### src/rtl/bytepar_unit.sv
module bytepar_unit #(
  parameter int BYTES = 4,
  parameter int BW    = 9
) (
  input  logic                clk,
  input  logic                rst_n,
  input  logic                odd_sel,
  input  logic [1:0]          bus_size,
  input  logic                cs_n,
  input  logic                en,
  input  logic                wr,
  input  logic                gen_en,
  input  logic [BYTES*BW-1:0] din,
  input  logic                fifo_load,
  input  logic [BYTES*BW-1:0] fifo_rd_data,
  output logic [BYTES*BW-1:0] dout,
  output logic                perr_n
);
  localparam int W    = BYTES * BW;
  localparam int HALF = (BYTES / 2 > 0) ? BYTES / 2 : 1;

  logic [W-1:0]     out_q, mbox_q, tree_in, mbox_gen, fifo_gen;
  logic [BYTES-1:0] valid, fail, tree_par;
  logic             access, mb_sel, mb_wr, mb_rd, mb_gen;

  assign access = !cs_n && en;
  assign mb_sel = (bus_size == 2'b11);
  assign mb_wr  = access && wr && mb_sel;
  assign mb_rd  = access && !wr && mb_sel;
  assign mb_gen = mb_rd && gen_en;

  always_comb begin
    valid = '0;
    case (bus_size)
      2'b01:   valid[HALF-1:0] = '1;
      2'b10:   valid[0] = 1'b1;
      default: valid = '1;
    endcase
  end

  assign tree_in = mb_gen ? mbox_q : din;

  for (genvar g = 0; g < BYTES; g++) begin : g_byte
    localparam int LO = g * BW;
    localparam int HI = g * BW + BW - 1;

    assign tree_par[g] = ^tree_in[HI-1:LO];
    assign fail[g]     = odd_sel ? ~(tree_par[g] ^ tree_in[HI])
                                 :  (tree_par[g] ^ tree_in[HI]);

    assign mbox_gen[HI-1:LO] = mbox_q[HI-1:LO];
    assign mbox_gen[HI]      = odd_sel ^ tree_par[g];

    assign fifo_gen[HI-1:LO] = fifo_rd_data[HI-1:LO];
    assign fifo_gen[HI]      = odd_sel ^ (^fifo_rd_data[HI-1:LO]);

    a_r7_low_kept: assert property (@(posedge clk) disable iff (!rst_n)
      fifo_load |=> out_q[HI-1:LO] == $past(fifo_rd_data[HI-1:LO]));
  end

  assign perr_n = mb_gen | ~|(fail & valid);
  assign dout   = mb_rd ? (gen_en ? mbox_gen : mbox_q) : out_q;

  always_ff @(posedge clk) begin
    if (!rst_n) begin
      out_q  <= '0;
      mbox_q <= '0;
    end else begin
      if (fifo_load) out_q <= gen_en ? fifo_gen : fifo_rd_data;
      if (mb_wr)     mbox_q <= din;
    end
  end

  a_r8_reset_clear: assert property (@(posedge clk)
    !rst_n |=> (out_q == '0 && mbox_q == '0));

  a_r8_hold: assert property (@(posedge clk) disable iff (!rst_n)
    !fifo_load |=> $stable(out_q));

  a_r6_raw_load: assert property (@(posedge clk) disable iff (!rst_n)
    (fifo_load && !gen_en) |=> out_q == $past(fifo_rd_data));

  a_r11_mbox_keep: assert property (@(posedge clk) disable iff (!rst_n)
    !mb_wr |=> $stable(mbox_q));

  a_r9_mbox_store: assert property (@(posedge clk) disable iff (!rst_n)
    mb_wr |=> mbox_q == $past(din));

endmodule

### config.mk
export PLATFORM = sky130hd
export DESIGN_NAME = bytepar_unit
export DESIGN_NICKNAME = d
export VERILOG_FILES = /design/src/rtl/bytepar_unit.sv
export SDC_FILE = /design/constraint.sdc
export NUM_CORES = 1
export LEC_CHECK = 0
export BUFFER_PORTS_ARGS = -buffer_cell sky130_fd_sc_hd__buf_2
export CORE_AREA = 2 2 95 97
export CTS_BUF_LIST = sky130_fd_sc_hd__clkbuf_16
export DETAILED_ROUTE_END_ITERATION = 8
export DIE_AREA = 0 0 97 99
export PLACE_DENSITY = 0.76
export SKIP_LAST_GASP = 1
export SLEW_MARGIN = 20
export SYNTH_ARGS = -nofsm -noshare
export SYNTH_HDL_FRONTEND = slang
export SYNTH_SLANG_ARGS = --single-unit
### constraint.sdc
create_clock -name clk -period 3.03 [get_ports clk]
set_clock_uncertainty 0.15 [all_clocks]
set_input_delay 0.4545 -clock clk [delete_from_list [all_inputs] [get_ports clk]]
set_output_delay 0.4545 -clock clk [all_outputs]
set_load 0.02 [all_outputs]
# == Yosys cells after proc, flatten, opt, wreduce, memory -nomap -nowiden ==
# Cells that the tools add are included.
# word_totals
ff_bits,72
elab_cells,52
inputBits,82
out_inout_bits,37
ramBits,0
latchBits,0
memories,0
romBits,0
# classes
mul,0
muxes,10
bitwise,18
n_eq_ne,3
div_mod_pow,0
n_reduce_logical,19
add_sub_neg,0
n_lt_le_gt_ge,0
shift,0
# ops
cell,count
36-bit two-way mux,4
8-bit parity,8
1-bit XOR,12
1-bit logical AND,6
1-bit two-way mux,5
4-bit bitwise AND,1
"2-bit == test, second input constant",2
1-bit NOT,4
4-bit OR reduction,1
1-bit zero test,3
"2-bit by 1-bit == test with 1-bit output, second input constant",1
2-bit two-way mux,1
2-bit OR reduction,1
1-bit bitwise OR,1

# == Depth between registers and ports, before layout ==
# depth
ltp_word,14
depth_mapped,9
ltp_nobuf,8

# == Worst setup path before layout ==
# No wires, ideal clock.
# synth_path
path_type,input-to-output
start,input bus_size[0]
end,output perr_n
n_path_buf,1
required_time_ns,2.425
path_stages,8
t_arrival_ns,1.921
path_slack_ns,0.504
cell_sequence,ha_1 > nor4bb_1 > buf_2 > nand2_1 > mux2i_2 > xnor2_1 > o2111ai_2 > o21ai_1
# synth_via
elab_chain_len,12
# synth_lines
element,line_no,text
start: declaration,8,"input logic [1:0] bus_size,"
2-bit == test,27,assign mb_sel = (bus_size == 2'b11);
1-bit logical AND,29,assign mb_rd = access && !wr && mb_sel;
1-bit logical AND,30,assign mb_gen = mb_rd && gen_en;
36-bit two-way mux,41,assign tree_in = mb_gen ? mbox_q : din;
8-bit parity,47,assign tree_par[g] = ^tree_in[HI-1:LO];
1-bit XOR,"48, 49",
1-bit NOT,48,assign fail[g] = odd_sel ? ~(tree_par[g] ^ tree_in[HI])
1-bit two-way mux,48,
4-bit bitwise AND,61,assign perr_n = mb_gen | ~|(fail & valid);
4-bit OR reduction,61,
1-bit zero test,61,
1-bit bitwise OR (*),61,
end: declaration,17,output logic perr_n
# Mark *: on every way between the ends. The rest lies on a longest branch, timed or not.

# == Worst setup path in the final report ==
# layout_path
start,input bus_size[1]
end,output dout[8]
# layout_via
elab_chain_len,8
# layout_lines
element,line_no,text
2-bit == test (*),27,
1-bit logical AND (*),29,
1-bit logical AND,30,
36-bit two-way mux,41,
8-bit parity,47,
1-bit XOR,52,assign mbox_gen[HI] = odd_sel ^ tree_par[g];
36-bit two-way mux,62,assign dout = mb_rd ? (gen_en ? mbox_gen : mbox_q) : out_q;
36-bit two-way mux (*),62,
end: declaration,16,"output logic [BYTES*BW-1:0] dout,"
# Marks and branches as above.

==> summary.txt <==
PLACEMENT
-------------------------------------------------------------------------------------------------
Instance area at placement                                                              4866 um^2
HPWL reported at the end of detailed placement                                            7055 um
IO buf count                                                                                  118
RD Place Congestion                                                                        0.7782

ROUTE
-------------------------------------------------------------------------------------------------
Residual antenna-violating net count after detailed routing                                     0
Routed via count                                                                             3314
Iteration-0 DRC count of the detailed router                                                   75
Routed length per placed instance                                                        14.34 um
Routed wire length                                                                        9605 um
# DRC                                                                                           0
Pre-antenna DRT Iters                                                                           4
Via count normalized by instance count                                                      4.946

FLOORPLAN
-------------------------------------------------------------------------------------------------
Number of standard-cell rows in the floorplan                                                  34
Horizontal extent of the die                                                                97 um
Starting Density                                                                           48.77%
Die Footprint                                                                           9603 um^2
Area inside the core boundary                                                           8551 um^2
Overall die height                                                                          99 um
Count of boundary I/O pins                                                                    119

LOGIC SYNTHESIS
-------------------------------------------------------------------------------------------------
Post-synthesis register bit count                                                              72
Synth warn                                                                                      0
Mapped Area                                                                             4170 um^2
Number of cells produced by synthesis                                                         450
Post-Synthesis Net Count                                                                      534
Avg Inst Size Synth                                                                    9.267 um^2
Number of distinct library cell variants in the gate-level netlist after synthesis             28
Sequential area share after synthesis                                                      34.56%
Leading area contributor after synthesis                                             sky130_fd_sc_hd__dfxtp_1
Top cells by area, synth                                                             sky130_fd_sc_hd__dfxtp_1 35%, sky130_fd_sc_hd__xnor2_1 18%, sky130_fd_sc_hd__mux2i_1 9.4%, sky130_fd_sc_hd__mux2_2 8.9%, sky130_fd_sc_hd__nand2_1 6.8%
Share of the synthesized area in the top cell type                                         34.56%

CRITICAL PATH
-------------------------------------------------------------------------------------------------
Capture point of the worst reg-to-reg path                                           mbox_q[21]$_SDFFE_PN0P_
CP Data Arrival Time                                                                      2.17 ns
Reg2Reg Depth                                                                                   2
Worst reg-to-reg setup slack                                                              2.17 ns
Capturing instance or port of the critical path                                           dout[8]
WS Path Type                                                                               in2out
Highest fanout seen on the critical path                                                        3
Critical Path End Type                                                                 output pin
Launch point of the critical path                                                     bus_size[1]
Worst R2R Start                                                                      mbox_q[21]$_SDFFE_PN0P_
Critical path launch point type                                                         input pin
Required time reported for the critical path endpoint                                     2.43 ns

CLOCKING
-------------------------------------------------------------------------------------------------
CTS tree                                                                                    built
Number of gates resized after CTS                                                               0
Buffer type at the clock tree root                                                   sky130_fd_sc_hd__clkbuf_16
Post-CTS Setup Inserts                                                                          0
Clock Path Buffers                                                                              2
Clock buffers created by TritonCTS                                                              9
Number of levels the H-tree was split into                                                      3
CTS Hold Bufs                                                                                   0
Clock transition at the registers of the reported paths                                   0.06 ns
Source-to-sink clock delay at the later pin of the worst-skew pair                        0.32 ns
Clk sinks                                                                                      72

LAYOUT
-------------------------------------------------------------------------------------------------
Area growth from synthesis to final layout                                                 22.47%
Final Net Count                                                                               644
Diode insertion count for antenna repair                                                        0
Area of all placed cells without fillers                                                5107 um^2
Filler instances                                                                              753
Layout cells sized above 1                                                                 30.96%

GLOBAL ROUTE
-------------------------------------------------------------------------------------------------
Antenna violations before repair                                                                1
Via count of the first global-routing pass                                                   3363
Overflow after GRT                                                                              0
Wire length of the first global-routing pass                                             15840 um
Maximum number of pins on one net before global-route repair                                   47
Total routing resource utilization after global routing                                    20.09%

STA
-------------------------------------------------------------------------------------------------
Final hold violations                                                                           0
Max Slew Vio Count                                                                              0
Final setup violation count                                                                     0
Period utilisation layout                                                                  91.65%
Min cycle time layout                                                                    2.777 ns
RSZ-0062 raised after global routing                                                           no
Setup TNS                                                                                    0 ns
Max-slew headroom at the worst pin                                                         52.81%
Max Freq                                                                                360.1 MHz
Slew at the pin with the worst max-slew slack                                           0.7078 ns

JOB
-------------------------------------------------------------------------------------------------
Max-capacitance violation count                                                                 0

PWR
-------------------------------------------------------------------------------------------------
Overall Power                                                                            2.497 mW
Total power per unit cell area                                                       488.9 nW/um^2
Lkg Pwr                                                                                  2.147 nW
Worst supply voltage drop on vdd                                                        0.2895 mV

WORST HOLD PATH
-------------------------------------------------------------------------------------------------
Path type of the worst min-delay path                                                      in2reg
Worst hold path startpoint                                                                din[34]

OUTCOME
-------------------------------------------------------------------------------------------------
Status                                                                                  completed

==> sequential cells by signal, summed over array words and instances, names as in the netlist <==
register / cells
mbox_q: 36
out_q: 36
==> how the worst min path moves through the flow <==
| stage | end | slack, ns | cells past startpoint |
|---|---|---|---|
| 2_1_floorplan | mbox_q[17]$_SDFFE_PN0P_ | 0.29 | 2 |
| 3_3_place_gp | mbox_q[26]$_SDFFE_PN0P_ | 0.30 | 2 |
| 3_5_place_dp | mbox_q[17]$_SDFFE_PN0P_ | 0.31 | 2 |
| 4_1_cts | mbox_q[34]$_SDFFE_PN0P_ | 0.24 | 3 |
| 5_1_grt | mbox_q[18]$_SDFFE_PN0P_ | 0.26 | 3 |
| 6_report | mbox_q[34]$_SDFFE_PN0P_ | 0.25 | 3 |
==> layer usage <==
metal | up-vias | part of all wire [%] | global-route usage, % | wire length [um]
met5 | - | 0 | 0 | 0
met3 | 6 | 4.8 | 4.610 | 465
met1 | 1527 | 47 | 26.27 | 4499
li1 | 1694 | - | - | -
met2 | 87 | 48 | 34.46 | 4590
met4 | 0 | 0.52 | 3.575 | 50
==> placed cells by master (no fill, tap or decap) <==
cell / netlist / layout
sky130_fd_sc_hd__buf_2: 6 / 118
sky130_fd_sc_hd__xnor2_1: 84 / 84
sky130_fd_sc_hd__nand2_1: 75 / 75
sky130_fd_sc_hd__dfxtp_1: 72 / 72
sky130_fd_sc_hd__mux2i_1: 39 / 39
sky130_fd_sc_hd__a21boi_0: 36 / 36
sky130_fd_sc_hd__mux2_2: 33 / 33
sky130_fd_sc_hd__nor2b_1: 33 / 33
sky130_fd_sc_hd__xor2_1: 16 / 16
sky130_fd_sc_hd__a21oi_1: 10 / 10
sky130_fd_sc_hd__clkbuf_16: 0 / 9
sky130_fd_sc_hd__buf_4: 0 / 9
sky130_fd_sc_hd__o21ai_0: 5 / 5
sky130_fd_sc_hd__nor2_1: 4 / 4
sky130_fd_sc_hd__inv_1: 1 / 2
sky130_fd_sc_hd__ha_1: 2 / 2
sky130_fd_sc_hd__clkinv_1: 0 / 2
sky130_fd_sc_hd__nor4bb_4: 0 / 1
sky130_fd_sc_hd__mux2i_2: 1 / 1
sky130_fd_sc_hd__nor3b_1: 1 / 1
sky130_fd_sc_hd__nand4_1: 1 / 1
sky130_fd_sc_hd__mux2_4: 1 / 1
sky130_fd_sc_hd__nand2b_1: 1 / 1
sky130_fd_sc_hd__nor3_1: 1 / 1
sky130_fd_sc_hd__nor4_1: 1 / 1
sky130_fd_sc_hd__o2111ai_2: 1 / 1
sky130_fd_sc_hd__o21ai_1: 1 / 1
sky130_fd_sc_hd__and3_1: 1 / 1
sky130_fd_sc_hd__nand3_1: 1 / 1
sky130_fd_sc_hd__clkinv_2: 0 / 1
==> area by class of cell <==
type / instances / area, um^2 / share of cell area [%]
repair buffers: 127 / 658.1 / 12.89
clock buffers: 9 / 225.2 / 4.410
multi-input cells: 349 / 2628 / 51.45
inverters: 1 / 3.754 / 0.07349
well taps: 108 / 135.1 / 2.646
flip-flops and latches: 72 / 1441 / 28.22
clock inverters: 4 / 16.27 / 0.3185
==> Yosys cell counts, drive strengths merged <==
cell	count
nor3	1
xor2	16
mux2i	40
nor3b	1
nor4	1
and3	1
nor2	4
a21oi	10
dfxtp	72
xnor2	84
clkbuf	19
nor4bb	1
nand2	75
o2111ai	1
ha	2
a21boi	36
o21ai	6
nor2b	33
nand2b	1
mux2	34
nand4	1
inv	1
buf	9
nand3	1
==> critical path: stages <==
cell and delay (ns):
sky130_fd_sc_hd__buf_2 0.09, sky130_fd_sc_hd__ha_1 0.18, sky130_fd_sc_hd__nor4bb_4 0.34, sky130_fd_sc_hd__nand2_1 0.16, sky130_fd_sc_hd__mux2i_2 0.25, sky130_fd_sc_hd__xor2_1 0.17
sky130_fd_sc_hd__a21oi_1 0.08, sky130_fd_sc_hd__mux2_2 0.28, sky130_fd_sc_hd__buf_2 0.16
==> power breakdown <==
group          internal [mW]  total (mW)  switching [mW]
registers              0.985        1.01          0.0203
logic                  0.292       0.595           0.303
clock network          0.529       0.896           0.367
total                   1.81        2.50           0.690
==> through the flow <==
step                      util, %  setup WS (ns)  hold slack, ns  std cells
final                       59.73         0.2529          0.2530        670
after global placement      56.91         0.2698          0.3044        657
after floorplan                 -         0.5044          0.2928        450
after detailed placement    56.91         0.2363          0.3119        657
after CTS                   59.73         0.2330          0.2422        670
after global routing        59.73         0.1079          0.2584        670
==> logic make-up (layout without fill, tap and decap cells) <==
| logic type | after synthesis | after routing | synth area share (%) |
|---|---|---|---|
| adders and majority gates | 2 | 2 | 0.6000 |
| buffers and inverters | 29 | 141 | 2.790 |
| muxes | 74 | 74 | 18.96 |
| DFF | 72 | 72 | 34.56 |
| AOI/OAI and AO/OA | 53 | 53 | 8.761 |
| and+or+nand+nor | 120 | 120 | 13.32 |
| xor gates and xnor gates | 100 | 100 | 21.00 |
Power figures use the tool's default switching activity.
